File: config.mk
export PLATFORM = sky130hd
export DESIGN_NAME = i2c_xfer_ctl
export DESIGN_NICKNAME = d
export VERILOG_FILES = /design/src/rtl/i2c_xfer_ctl.sv
export SDC_FILE = /design/constraint.sdc
export NUM_CORES = 1
export LEC_CHECK = 0
export BUFFER_PORTS_ARGS = -buffer_cell sky130_fd_sc_hd__buf_2
export CAP_MARGIN = 20
export CELL_PAD_IN_SITES_DETAIL_PLACEMENT = 0
export CELL_PAD_IN_SITES_GLOBAL_PLACEMENT = 1
export CORE_MARGIN = 5
export CORE_UTILIZATION = 24
export DETAILED_ROUTE_END_ITERATION = 8
export PLACE_DENSITY_LB_ADDON = 0.3
export SETUP_SLACK_MARGIN = 0.15
export SLEW_MARGIN = 5
export SYNTH_ARGS = -nofsm -noshare
export SYNTH_HDL_FRONTEND = slang
export SYNTH_SLANG_ARGS = --single-unit
File: constraint.sdc
create_clock -name clk -period 0.8 [get_ports clk]
set_input_delay 0.16 -clock clk [delete_from_list [all_inputs] [get_ports clk]]
set_output_delay 0.16 -clock clk [all_outputs]
set_load 0.05 [all_outputs]
File: src/rtl/i2c_xfer_ctl.sv
module i2c_xfer_ctl #(
  parameter int CSR_W = 8
) (
  input  logic             clk,
  input  logic             rst_n,
  input  logic             csr_wr,
  input  logic [CSR_W-1:0] csr_wdata,
  input  logic             csr_rd,
  output logic [CSR_W-1:0] csr_rdata,
  input  logic             evt_arb_lost,
  input  logic             evt_first_frame,
  input  logic             evt_rw,
  input  logic             evt_byte_done,
  input  logic             evt_ack,
  output logic             mode_tx,
  output logic             ack_stat,
  output logic             irq
);
  localparam int B_MODE = 0, B_JUDGE = 1, B_ACK = 2, B_EMPTY = 3,
                 B_PEND = 4, B_RDY = 5, B_IEN = 6;

  logic mode_q, judge_q, ack_q, empty_q, pend_q, rdy_q, ien_q;
  logic lock_q, seen_q;

  wire hw_clr = evt_arb_lost;
  wire hw_set = evt_first_frame & evt_rw & ~evt_arb_lost;
  wire hw_evt = hw_clr | hw_set;
  wire sw_ok  = csr_wr & (~lock_q | seen_q);
  wire pass   = ~(judge_q & evt_ack);

  always_ff @(posedge clk) begin
    if (!rst_n) begin
      mode_q <= 1'b0;
      lock_q <= 1'b0;
      seen_q <= 1'b0;
    end else begin
      if (hw_clr)      mode_q <= 1'b0;
      else if (hw_set) mode_q <= 1'b1;
      else if (sw_ok)  mode_q <= csr_wdata[B_MODE];

      if (hw_evt) begin
        lock_q <= 1'b1;
        seen_q <= 1'b0;
      end else if (lock_q) begin
        if (csr_wr && seen_q) begin
          lock_q <= 1'b0;
          seen_q <= 1'b0;
        end else if (csr_rd) begin
          seen_q <= 1'b1;
        end
      end
    end
  end

  always_ff @(posedge clk) begin
    if (!rst_n) begin
      judge_q <= 1'b0;
      ien_q   <= 1'b0;
      ack_q   <= 1'b0;
      empty_q <= 1'b0;
      pend_q  <= 1'b0;
      rdy_q   <= 1'b0;
    end else begin
      if (csr_wr) begin
        judge_q <= csr_wdata[B_JUDGE];
        ien_q   <= csr_wdata[B_IEN];
      end

      if (evt_byte_done)                     ack_q <= judge_q & evt_ack;
      else if (csr_wr && !csr_wdata[B_JUDGE]) ack_q <= 1'b0;

      if (evt_byte_done && pass)             empty_q <= 1'b1;
      else if (csr_wr && !csr_wdata[B_EMPTY]) empty_q <= 1'b0;

      if (evt_byte_done)                     pend_q <= 1'b1;
      else if (csr_wr && !csr_wdata[B_PEND])  pend_q <= 1'b0;

      if (evt_byte_done && pass)             rdy_q <= 1'b1;
      else if (csr_wr && !csr_wdata[B_RDY])   rdy_q <= 1'b0;
    end
  end

  always_comb begin
    csr_rdata          = '0;
    csr_rdata[B_MODE]  = mode_q;
    csr_rdata[B_JUDGE] = judge_q;
    csr_rdata[B_ACK]   = ack_q;
    csr_rdata[B_EMPTY] = empty_q;
    csr_rdata[B_PEND]  = pend_q;
    csr_rdata[B_RDY]   = rdy_q;
    csr_rdata[B_IEN]   = ien_q;
  end

  assign mode_tx  = mode_q;
  assign ack_stat = ack_q;
  assign irq      = pend_q & ien_q;

  AST_ARB_CLEARS: assert property (@(posedge clk) disable iff (!rst_n)
    evt_arb_lost |=> !mode_tx);
  AST_RW_SETS: assert property (@(posedge clk) disable iff (!rst_n)
    (evt_first_frame && evt_rw && !evt_arb_lost) |=> mode_tx);
  AST_LOCK_HOLDS: assert property (@(posedge clk) disable iff (!rst_n)
    (lock_q && !seen_q && csr_wr && !hw_evt) |=> $stable(mode_tx));
  AST_NOJUDGE_ALL: assert property (@(posedge clk) disable iff (!rst_n)
    (evt_byte_done && !csr_rdata[B_JUDGE]) |=> (!ack_stat && csr_rdata[B_EMPTY] && csr_rdata[B_PEND] && csr_rdata[B_RDY]));
  AST_NACK_STOP: assert property (@(posedge clk) disable iff (!rst_n)
    (evt_byte_done && csr_rdata[B_JUDGE] && evt_ack) |=> (ack_stat && csr_rdata[B_PEND] && $stable(csr_rdata[B_EMPTY]) && $stable(csr_rdata[B_RDY])));
  AST_HW_ARMS_LOCK: assert property (@(posedge clk) disable iff (!rst_n)
    hw_evt |=> (lock_q && !seen_q));
endmodule

# Yosys cells after proc, flatten, opt, wreduce, memory -nomap -nowiden
# Cells that the tools add are included.
dict set report classes {
  n_mux 15
  n_bitwise 11
  n_reduce_logical 19
}
# cell count
set op_table {}
lappend op_table {{1-bit 2-to-1 mux} 15}
lappend op_table {{2-bit nonzero test} 6}
lappend op_table {{1-bit logical AND} 6}
lappend op_table {{1-bit AND} 5}
lappend op_table {{1-bit zero test} 4}
lappend op_table {{1-bit inverter} 4}
lappend op_table {{2-bit OR reduction} 2}
lappend op_table {{1-bit OR} 2}
lappend op_table {{2-bit AND reduction} 1}
dict set report word_totals {
  register_bits 9
  input_bits 17
  output_inout_bits 11
  wordCells 54
}

# Depth between registers and ports, before layout
# Gate-level depths: netlist of the first run.
dict set report depth {
  word_depth 5
  ltp_mapped 4
  depth_no_buf 3
}

# Worst setup path before layout of the first run
# No wires, ideal clock.
dict set report synth_timing {
  path_type {flip-flop to output port}
  startpoint {reg ack_q (netlist: ack_stat)}
  endpoint {out csr_rdata[2]}
  arrival_ns 0.913
  required_ns 0.640
  setup_slack_ns -0.273
  path_stages_with_launch 2
  n_path_buf 1
  path_cell_list {dfxtp_1 buf_4}
}
# item line_no
set synth_lines {}
lappend synth_lines {{start, declared} 22} ;# logic mode_q, judge_q, ack_q, empty_q, pend_q, rdy_q, ien_q;
lappend synth_lines {{start signal, assigned} 69} ;# if (evt_byte_done) ack_q <= judge_q & evt_ack;
lappend synth_lines {{end, declared} 9} ;# output logic [CSR_W-1:0] csr_rdata,
# No word-level cell between the ends.

# Final worst setup path of the first run
dict set report layout_timing {
  startpoint {reg pend_q}
  endpoint {out irq}
}
dict set report layout_via {
  elab_chain_len 1
}
# item line_no
set layout_lines {}
lappend layout_lines {{start, declared} 22}
lappend layout_lines {{start signal, assigned} 61} ;# pend_q <= 1'b0;
lappend layout_lines {{start signal, assigned} 75} ;# if (evt_byte_done) pend_q <= 1'b1;
lappend layout_lines {{start signal, assigned} 76} ;# else if (csr_wr && !csr_wdata[B_PEND]) pend_q <= 1'b0;
lappend layout_lines {{1-bit AND} 96} ;# assign irq = pend_q & ien_q;
lappend layout_lines {{end, declared} 17} ;# output logic irq
# No other way between the ends.

==> impl_metrics.env, run 1 <==
export IMPL_end_kind="output port"
export IMPL_antenna_found_initial=0
export IMPL_fin_crit_ns=1.037
export IMPL_die_y_um=53.08
export IMPL_clk_latency_ns=0.25
export IMPL_gr_usage_met1_pct=11.21
export IMPL_area_growth_pct=66.85
export IMPL_htree_levels=1
export IMPL_initial_utilization_pct=25.52
export IMPL_drcViolationCount=0
export IMPL_wl_per_cell_um=10.39
export IMPL_cap_viol_max_count=0
export IMPL_place_gp_congestion=0.6336
export IMPL_drive_gt1_share_pct=70.83
export IMPL_ios=28
export IMPL_powerDensity_nw_per_um2=1607
export IMPL_grt_pass1_vias=407
export IMPL_portBuffers=24
export IMPL_cts_buffers=3
export IMPL_violations="setup timing"
export IMPL_finalSetupTns_ns=-1.529
export IMPL_cts_tree="yes"
export IMPL_grt_busiest_layer="met2"
export IMPL_die_w_um=53.08
export IMPL_clk_pin_slew_ns=0.06
export IMPL_final_hold_viol_count=0
export IMPL_leakage_uw=0.0003378
export IMPL_track_usage_pct=8.387
export IMPL_hp_class="primary input to register"
export IMPL_arrival_ns=0.88
export IMPL_setup_viol=13
export IMPL_root_buffer="clkbuf_4"
export IMPL_placedCellCount=91
export IMPL_clock_fmax_mhz=964.3
export IMPL_setup_ws_ns=-0.2371
export IMPL_ys_seq_elements=9
export IMPL_reg2reg_depth=3
export IMPL_antennaDiodeCount=0
export IMPL_nets=90
export IMPL_multiInputGateArea_um2=229.0
export IMPL_syn_area_per_cell_um2=9.090
export IMPL_finalMaxSlewViolations=0
export IMPL_rows=15
export IMPL_wirelength_mm=1.008
export IMPL_via_per_inst=4.072
export IMPL_hpwl_um=798.6
export IMPL_ys_async_sr_fraction_pct=0
export IMPL_grt_util_met3_pct=1.972
export IMPL_yosys_area_top_type="dfxtp_1"
export IMPL_num_vias=395
export IMPL_synthTopCellsByArea="dfxtp_1 (40%), buf_4 (15%), nor2b_1 (5.6%), a21boi_0 (5.1%), mux2i_1 (4.5%)"
export IMPL_gr_total_overflow=0
export IMPL_rsz0062_at_grt="true"
export IMPL_dieArea_um2=2817
export IMPL_core_area_um2=1745
export IMPL_yosys_warnings=0
export IMPL_ant_nets=0
export IMPL_yosysSeqAreaShare_pct=40.45
export IMPL_clkSinkCount=9
export IMPL_grt_pass1_wl_mm=1.718
export IMPL_synth_top_area_share_pct=40.45
export IMPL_synth_edf_count=0
export IMPL_cp_required_ns=0.64
export IMPL_synth_common_cells="buf_4 (9), dfxtp_1 (9), nand2_1 (4), nor2b_1 (4), o21ai_0 (4)"
export IMPL_syn_instance_count=49
export IMPL_critPathMaxFanout=3
export IMPL_whs_path_depth=3
export IMPL_final_cells=97
export IMPL_drtPass1Iterations=2
export IMPL_ctsLongestPathBuffers=2
export IMPL_whs_ns=0.1526
export IMPL_grt_max_degree=8
export IMPL_peakVddDrop_mv=0.6326
export IMPL_final_period_utilization_pct=129.6
export IMPL_status="complete, but fails checks"
export IMPL_power_uw=1194
export IMPL_seqCellArea_um2=201.4
export IMPL_synth_fp_nets=66
export IMPL_syn_area_um2=445.4
export IMPL_worstSetupPathType="register to output port"
export IMPL_met2_usage_pct=11.36
export IMPL_synthDistinctLibCells=19
export IMPL_start_kind="register"
export IMPL_drt_iter0_markers=1
export IMPL_skew_ns=0.0001712
export IMPL_fill_cells=189
export IMPL_ys_flop_type="dfxtp_1"
## where the power goes
group | switching (µW) | total, µW | leakage (µW) | internal [µW]
sequential | 29.3 | 503 | 0.0000785 | 474
clock | 154 | 346 | 0.0000150 | 192
combinational | 185 | 344 | 0.000244 | 159
total | 368 | 1190 | 0.000338 | 826
## logic make-up (layout without fill, tap and decap cells)
logic type / Yosys count / count (layout) / synth area share [%]
and+or+nand+nor: 15 / 15 / 20.78
AOI/OAI and AO/OA: 11 / 11 / 16.57
buffers and inverters: 11 / 34 / 16.85
DFF: 9 / 9 / 40.45
muxes: 2 / 2 / 4.495
other: 1 / 1 / 0.8419
## critical path: stages (launching register included)
cell     delay, ns
dfxtp_2       0.33
and2_4        0.15
buf_8         0.14
## state kept, by name (all words and copies together), names as in the netlist
register  cells
pend_q        1
empty_q       1
rdy_q         1
ack_stat      1
seen_q        1
ien_q         1
judge_q       1
mode_tx       1
lock_q        1
## per-stage QoR
step	util (%)	cell area [µm²]	setup slack (ns)
after floorplan	-	488.0	0.01429
after CTS	39.71	693.2	-0.2352
final	42.58	743.2	-0.2371
after detailed placement	32.11	560.5	-0.05329
after global placement	32.11	560.5	-0.04983
after global routing	42.58	743.2	-0.2601
## final cells by class
type	instances	area share (%)
multi-input cells	29	30.81
clock buffers	4	3.535
inverters	2	1.010
well taps	25	4.209
flip-flops and latches	9	27.10
repair buffers	28	33.33
## layer usage
| metal | wire length [µm] | share of wire [%] | up-vias |
|---|---|---|---|
| met2 | 468 | 46 | 13 |
| met5 | 0 | 0 | - |
| met1 | 456 | 45 | 175 |
| met4 | 22 | 2.2 | 0 |
| li1 | - | - | 205 |
| met3 | 61 | 6.1 | 2 |
## cell usage in the layout, fill, tap and decap left out, drive strengths merged, types with 2 or more instances in the layout
cell     n
buf     28
nand2b   2
dfxtp    9
mux2i    2
nor2b    4
clkbuf   4
o21ai    4
a21oi    2
a21boi   3
nand2    4
inv      2
## path summary, 6_finish.rpt
path | start | to | slack, ns
max | pend_q$_SDFFE_PN0P_ | irq | -0.24
min reg2reg | pend_q$_SDFFE_PN0P_ | pend_q$_SDFFE_PN0P_ | 0.50
min | evt_arb_lost | lock_q$_SDFF_PN0_ | 0.15
max reg2reg | lock_q$_SDFF_PN0_ | mode_tx$_SDFFE_PP0P_ | -0.06
## what timing repair did
action                                  4_1_cts  5_1_grt
cloned                                        0        0
endpoints found under the setup margin       16       19
buffers inserted                              1        1
pin swaps                                     7        4
resized for setup                            34       12
hold buffers                                  0        0
Note: power is estimated with default switching activity, not from simulation.
==> inputs of run 2 (changes only) <==
==> constraint.sdc (replaced) <==
create_clock -name clk -period 0.94 [get_ports clk]
set_input_delay 0.188 -clock clk [delete_from_list [all_inputs] [get_ports clk]]
set_output_delay 0.188 -clock clk [all_outputs]
set_load 0.05 [all_outputs]
==> run 2 against run 1 <==
Via count unchanged; critical path depth is the same; combinational power fell by 15%; highest routed layer unchanged; final cell count fell by 1.0%; core utilization shrank 0.072 points; first-iteration DRC count fell by 100%; the run still ends with setup timing left; final area shrank 0.17%; power is 16% lower; worst setup slack gained 0.13 ns; hold slack gained 0.038 ns.
==> impl_metrics.env, run 2 (synthesis gave the netlist of run 1 again) <==
export IMPL_hpwl_um=803.4
export IMPL_fin_crit_ns=1.047
export IMPL_whs_endpoint="lock_q$_SDFF_PN0_"
export IMPL_powerDensity_nw_per_um2=1358
export IMPL_area_growth_pct=66.57
export IMPL_wirelength_um=996
export IMPL_grt_max_degree=9
export IMPL_initial_utilization_pct=25.52
export IMPL_antennaDiodeCount=0
export IMPL_setup_viol=7
export IMPL_r2r_end="mode_tx$_SDFFE_PP0P_"
export IMPL_layout_common_cells="buf_2 (14), buf_8 (10), dfxtp_2 (5)"
export IMPL_place_area_um2=540.5
export IMPL_drcViolationCount=0
export IMPL_portBuffers=24
export IMPL_antenna_found_initial=0
export IMPL_min_from="evt_arb_lost"
export IMPL_place_gp_congestion=0.7186
export IMPL_clk_pin_slew_ns=0.06
export IMPL_r2r_slack_ns=0.09
export IMPL_die_w_um=53.08
export IMPL_final_cells=96
export IMPL_grt_pass1_vias=398
export IMPL_root_buffer="clkbuf_4"
export IMPL_rsz0062_at_grt="true"
export IMPL_leakage_uw=0.0003341
export IMPL_drt_iter0_markers=0
export IMPL_cts_tree="yes"
export IMPL_skew_ns=0.0002766
export IMPL_cts_buffers=3
export IMPL_htree_levels=1
export IMPL_nets=89
export IMPL_final_hold_viol_count=0
export IMPL_die_y_um=53.08
export IMPL_placedCellCount=89
export IMPL_ant_nets=0
export IMPL_reg2reg_depth=3
export IMPL_num_vias=395
export IMPL_via_per_inst=4.115
export IMPL_finalMaxSlewViolations=0
export IMPL_clk_latency_ns=0.25
export IMPL_final_common_cell="buf_2"
export IMPL_gr_usage_met1_pct=8.291
export IMPL_core_area_um2=1745
export IMPL_peakVddDrop_mv=0.6096
export IMPL_violations="setup timing"
export IMPL_end_kind="output port"
export IMPL_cp_required_ns=0.75
export IMPL_cap_viol_max_count=0
export IMPL_whs_path_depth=3
export IMPL_final_cell_area_um2=742.0
export IMPL_start_kind="register"
export IMPL_drtPass1Iterations=1
export IMPL_hp_class="primary input to register"
export IMPL_finalSetupTns_ns=-0.3135
export IMPL_arrival_ns=0.86
export IMPL_worstSetupPathType="register to output port"
export IMPL_ios=28
export IMPL_track_usage_pct=7.909
export IMPL_ctsLongestPathBuffers=2
export IMPL_drive_gt1_share_pct=70.42
export IMPL_grt_busiest_layer="met2"
export IMPL_clock_fmax_mhz=955.0
export IMPL_r2r_start="lock_q$_SDFF_PN0_"
export IMPL_setup_ws_ns=-0.1072
export IMPL_rows=15
export IMPL_grt_util_met3_pct=2.817
export IMPL_dieArea_um2=2817
export IMPL_final_period_utilization_pct=111.4
export IMPL_wl_per_cell_um=10.38
export IMPL_status="complete, but fails checks"
export IMPL_gr_total_overflow=0
export IMPL_met2_usage_pct=12.60
export IMPL_grt_pass1_wl_mm=1.545
export IMPL_critPathMaxFanout=3
export IMPL_clkSinkCount=9
==> run 2: cell type report <==
class,instances,area [µm²]
Fill cell,183,1003
Tap cell,25,31.28
Multi-Input combinational cell,29,229.0
Clock buffer,4,26.28
Inverter,2,7.507
Timing Repair Buffer,27,246.5
Sequential cell,9,201.4
==> run 2: through the flow <==
step | utilization, % | power [µW] | setup WS, ns | hold slack, ns
floorplan | - | 609.3 | 0.1465 | 0.3162
global placement | 30.97 | 639.6 | 0.04307 | 0.4411
detailed placement | 30.97 | 641.3 | 0.03160 | 0.4531
CTS | 40.14 | 1009 | -0.1260 | 0.1848
global route | 42.51 | 1068 | -0.1519 | 0.1772
finish | 42.51 | 1007 | -0.1072 | 0.1905
==> run 2: where the power goes <==
group	switching, µW	internal, µW
sequential	24.3	404
clock	122	163
combinational	158	136
total	305	703
==> run 2: metal layers <==
metal | vias to the layer above | share of wire [%]
met2 | 14 | 50
met4 | 0 | 1.3
met5 | - | 0
met3 | 2 | 7.2
met1 | 178 | 41
li1 | 201 | -
==> run 2: timing repair <==
item	4_1_cts	5_1_grt
endpoints found under the setup margin	13	17
endpoints found under the hold margin	0	0
gates resized for setup	40	13
cloned	0	0
pin swaps	5	1
buffers inserted	2	1
hold buffers	0	0
==> run 2: worst max-delay path, stage by stage (launching register included) <==
cell and delay (ns):
dfxtp_2 0.32, and2_4 0.15, buf_8 0.14
==> run 2: worst max path at each step <==
stage	start	endpoint	slack [ns]	cells after the start
floorplan	ack_stat$_SDFFE_PN0P_	csr_rdata[2]	0.15	1
global placement	ien_q$_SDFFE_PN0P_	irq	0.04	2
detailed placement	ien_q$_SDFFE_PN0P_	irq	0.03	2
CTS	pend_q$_SDFFE_PN0P_	irq	-0.13	2
global route	ien_q$_SDFFE_PN0P_	irq	-0.15	2
finish	pend_q$_SDFFE_PN0P_	irq	-0.11	2
==> inputs of run 3 (changes only) <==
--- a/config.mk
+++ b/config.mk
@@ -5,12 +5,13 @@
 export SDC_FILE = /design/constraint.sdc
 export NUM_CORES = 1
 export LEC_CHECK = 0
+export ABC_AREA = 1
 export BUFFER_PORTS_ARGS = -buffer_cell sky130_fd_sc_hd__buf_2
 export CAP_MARGIN = 20
 export CELL_PAD_IN_SITES_DETAIL_PLACEMENT = 0
 export CELL_PAD_IN_SITES_GLOBAL_PLACEMENT = 1
 export CORE_MARGIN = 5
-export CORE_UTILIZATION = 24
+export CORE_UTILIZATION = 22
 export DETAILED_ROUTE_END_ITERATION = 8
 export PLACE_DENSITY_LB_ADDON = 0.3
 export SETUP_SLACK_MARGIN = 0.15
@@ -18,3 +19,4 @@
 export SYNTH_ARGS = -nofsm -noshare
 export SYNTH_HDL_FRONTEND = slang
 export SYNTH_SLANG_ARGS = --single-unit
+export TNS_END_PERCENT = 100
==> run 3 against run 2 <==
The flow still finishes with violations (setup timing); critical path depth increased by 1; sequential cell count unchanged; largest power group unchanged; die area increased by 2.4%; core utilization decreased by 2.4 points.
==> impl_metrics.env, run 3 <==
export IMPL_drcViolationCount=0
export IMPL_min_from="csr_wdata[6]"
export IMPL_synth_fp_nets=76
export IMPL_gr_usage_met1_pct=7.987
export IMPL_synth_top_family_by_area="buffers and inverters"
export IMPL_cap_viol_max_count=0
export IMPL_setup_ws_ns=-0.1293
export IMPL_r2r_start="judge_q$_SDFFE_PN0P_"
export IMPL_synthTopCellsByArea="dfxtp_1 (43%), buf_4 (14%), nand2_1 (11%), a21oi_1 (8.3%), inv_1 (6.3%)"
export IMPL_dieArea_um2=2885
export IMPL_setup_viol=7
export IMPL_root_buffer="clkbuf_4"
export IMPL_grt_max_degree=9
export IMPL_final_cell_area_um2=706.9
export IMPL_yosys_area_top_type="dfxtp_1"
export IMPL_synth_common_cells="nand2_1 (12), dfxtp_1 (9), buf_4 (8)"
export IMPL_place_area_um2=526.8
export IMPL_ctsLongestPathBuffers=2
export IMPL_syn_area_um2=420.4
export IMPL_status="complete, but fails checks"
export IMPL_ys_flop_type="dfxtp_1"
export IMPL_clkSinkCount=9
export IMPL_grt_util_met3_pct=3.324
export IMPL_final_common_cell="buf_2"
export IMPL_antenna_found_initial=0
export IMPL_clock_fmax_mhz=935.2
export IMPL_gr_total_overflow=0
export IMPL_cts_buffers=3
export IMPL_r2r_end="ack_stat$_SDFFE_PN0P_"
export IMPL_synthMuxAreaShare_pct=0
export IMPL_core_area_um2=1764
export IMPL_rsz0062_at_grt="true"
export IMPL_final_cells=107
export IMPL_final_period_utilization_pct=113.8
export IMPL_clk_latency_ns=0.25
export IMPL_ant_nets=0
export IMPL_worstSetupPathType="register to output port"
export IMPL_rows=15
export IMPL_met2_usage_pct=11.90
export IMPL_powerDensity_nw_per_um2=1418
export IMPL_finalMaxSlewViolations=0
export IMPL_placedCellCount=100
export IMPL_clk_pin_slew_ns=0.06
export IMPL_drtPass1Iterations=4
export IMPL_layout_common_cells="buf_2 (15), buf_8 (8), nand2_2 (6), nand2_1 (6)"
export IMPL_syn_instance_count=59
export IMPL_arrival_ns=0.88
export IMPL_track_usage_pct=7.524
export IMPL_ios=28
export IMPL_die_y_um=53.72
export IMPL_final_hold_viol_count=0
export IMPL_synth_edf_count=0
export IMPL_hp_class="primary input to register"
export IMPL_drive_gt1_share_pct=62.20
export IMPL_nets=100
export IMPL_peakVddDrop_mv=0.8745
export IMPL_critPathMaxFanout=2
export IMPL_yosysSeqAreaShare_pct=42.86
export IMPL_initial_utilization_pct=23.83
export IMPL_fin_crit_ns=1.069
export IMPL_yosys_warnings=0
export IMPL_die_w_um=53.72
export IMPL_wl_per_cell_um=9.673
export IMPL_portBuffers=24
export IMPL_place_gp_congestion=0.6940
export IMPL_synth_compound_area_share_pct=16.96
export IMPL_start_kind="register"
export IMPL_synthAdderAreaFrac_pct=0
export IMPL_grt_pass1_vias=374
export IMPL_syn_area_per_cell_um2=7.125
export IMPL_skew_ns=0.006022
export IMPL_area_growth_pct=68.15
export IMPL_ys_async_sr_fraction_pct=0
export IMPL_postCtsHoldBufs=0
export IMPL_grt_pass1_wl_mm=1.504
export IMPL_hpwl_um=808.2
export IMPL_whs_endpoint="ien_q$_SDFFE_PN0P_"
export IMPL_whs_path_depth=3
export IMPL_synth_top_area_share_pct=42.86
export IMPL_grt_busiest_layer="met2"
export IMPL_yosys_area_share_simple_pct=17.86
export IMPL_end_kind="output port"
export IMPL_num_vias=419
export IMPL_cts_tree="yes"
export IMPL_wirelength_mm=1.035
export IMPL_leakage_uw=0.0003244
export IMPL_cp_required_ns=0.75
export IMPL_synthDistinctLibCells=12
export IMPL_r2r_slack_ns=0.16
export IMPL_htree_levels=1
export IMPL_reg2reg_depth=5
export IMPL_via_per_inst=3.916
export IMPL_antennaDiodeCount=0
export IMPL_yosys_cell_count_top_type="nand2_1"
export IMPL_synth_xor_area_share_pct=0
export IMPL_ys_seq_elements=9
export IMPL_violations="setup timing"
export IMPL_drt_iter0_markers=4
[run 3: logic make-up (layout without fill, tap and decap cells)]
group | count (synthesis) | after routing
and+or+nand+nor | 19 | 19
buffers and inverters | 16 | 39
AOI/OAI and AO/OA | 14 | 14
DFF | 9 | 9
other | 1 | 1
[run 3: critical path: stages (launching register included)]
cell        delay, ns
dfxtp_4          0.34
nand2_2          0.07
clkinvlp_4       0.07
buf_6            0.14
[run 3: final cells by class]
cell class / count / area [µm²]
tap: 25 / 31.28
timing repair buffer: 27 / 236.5
inverter: 8 / 33.78
fill: 199 / 1057
clock buffer: 4 / 26.28
multi-input combinational: 34 / 177.7
sequential: 9 / 201.4
[run 3: worst max-delay path by stage]
stage | startpoint | to | slack, ns
detailed placement | ien_q$_SDFFE_PN0P_ | irq | 0.04
floorplan | pend_q$_SDFFE_PN0P_ | irq | 0.14
global placement | ien_q$_SDFFE_PN0P_ | irq | 0.05
global route | ien_q$_SDFFE_PN0P_ | irq | -0.18
CTS | pend_q$_SDFFE_PN0P_ | irq | -0.14
finish | ien_q$_SDFFE_PN0P_ | irq | -0.13
[run 3: report_power, final]
group | switching [µW] | total [µW] | internal (µW) | leakage, µW
clock | 118 | 281 | 163 | 0.0000150
combinational | 172 | 292 | 119 | 0.000231
sequential | 23.5 | 430 | 406 | 0.0000785
total | 314 | 1000 | 688 | 0.000324
[run 3: stage by stage]
step | setup TNS [ns] | total power, µW | worst slack [ns] | utilization, % | hold WS [ns]
floorplan | 0 | 615.8 | 0.1423 | - | 0.2815
global placement | 0 | 650.4 | 0.05453 | 29.86 | 0.4207
detailed placement | 0 | 651.2 | 0.04187 | 29.86 | 0.4208
CTS | -0.3898 | 994.4 | -0.1381 | 36.67 | 0.1512
global route | -0.6878 | 1064 | -0.1785 | 40.07 | 0.1740
finish | -0.3902 | 1002 | -0.1293 | 40.07 | 0.1566
[run 3: metal layers]
metal | vias to the layer above | share of wire [%]
li1 | 224 | -
met4 | 0 | 2.7
met3 | 2 | 6.7
met2 | 16 | 52
met1 | 177 | 39
met5 | - | 0
[run 3: repair_timing]
action / in CTS / in global routing
resized for setup: 29 / 17
pin swaps: 1 / 4
endpoints found under the setup margin: 10 / 15
endpoints found under the hold margin: 0 / 0
buffers inserted: 1 / 2
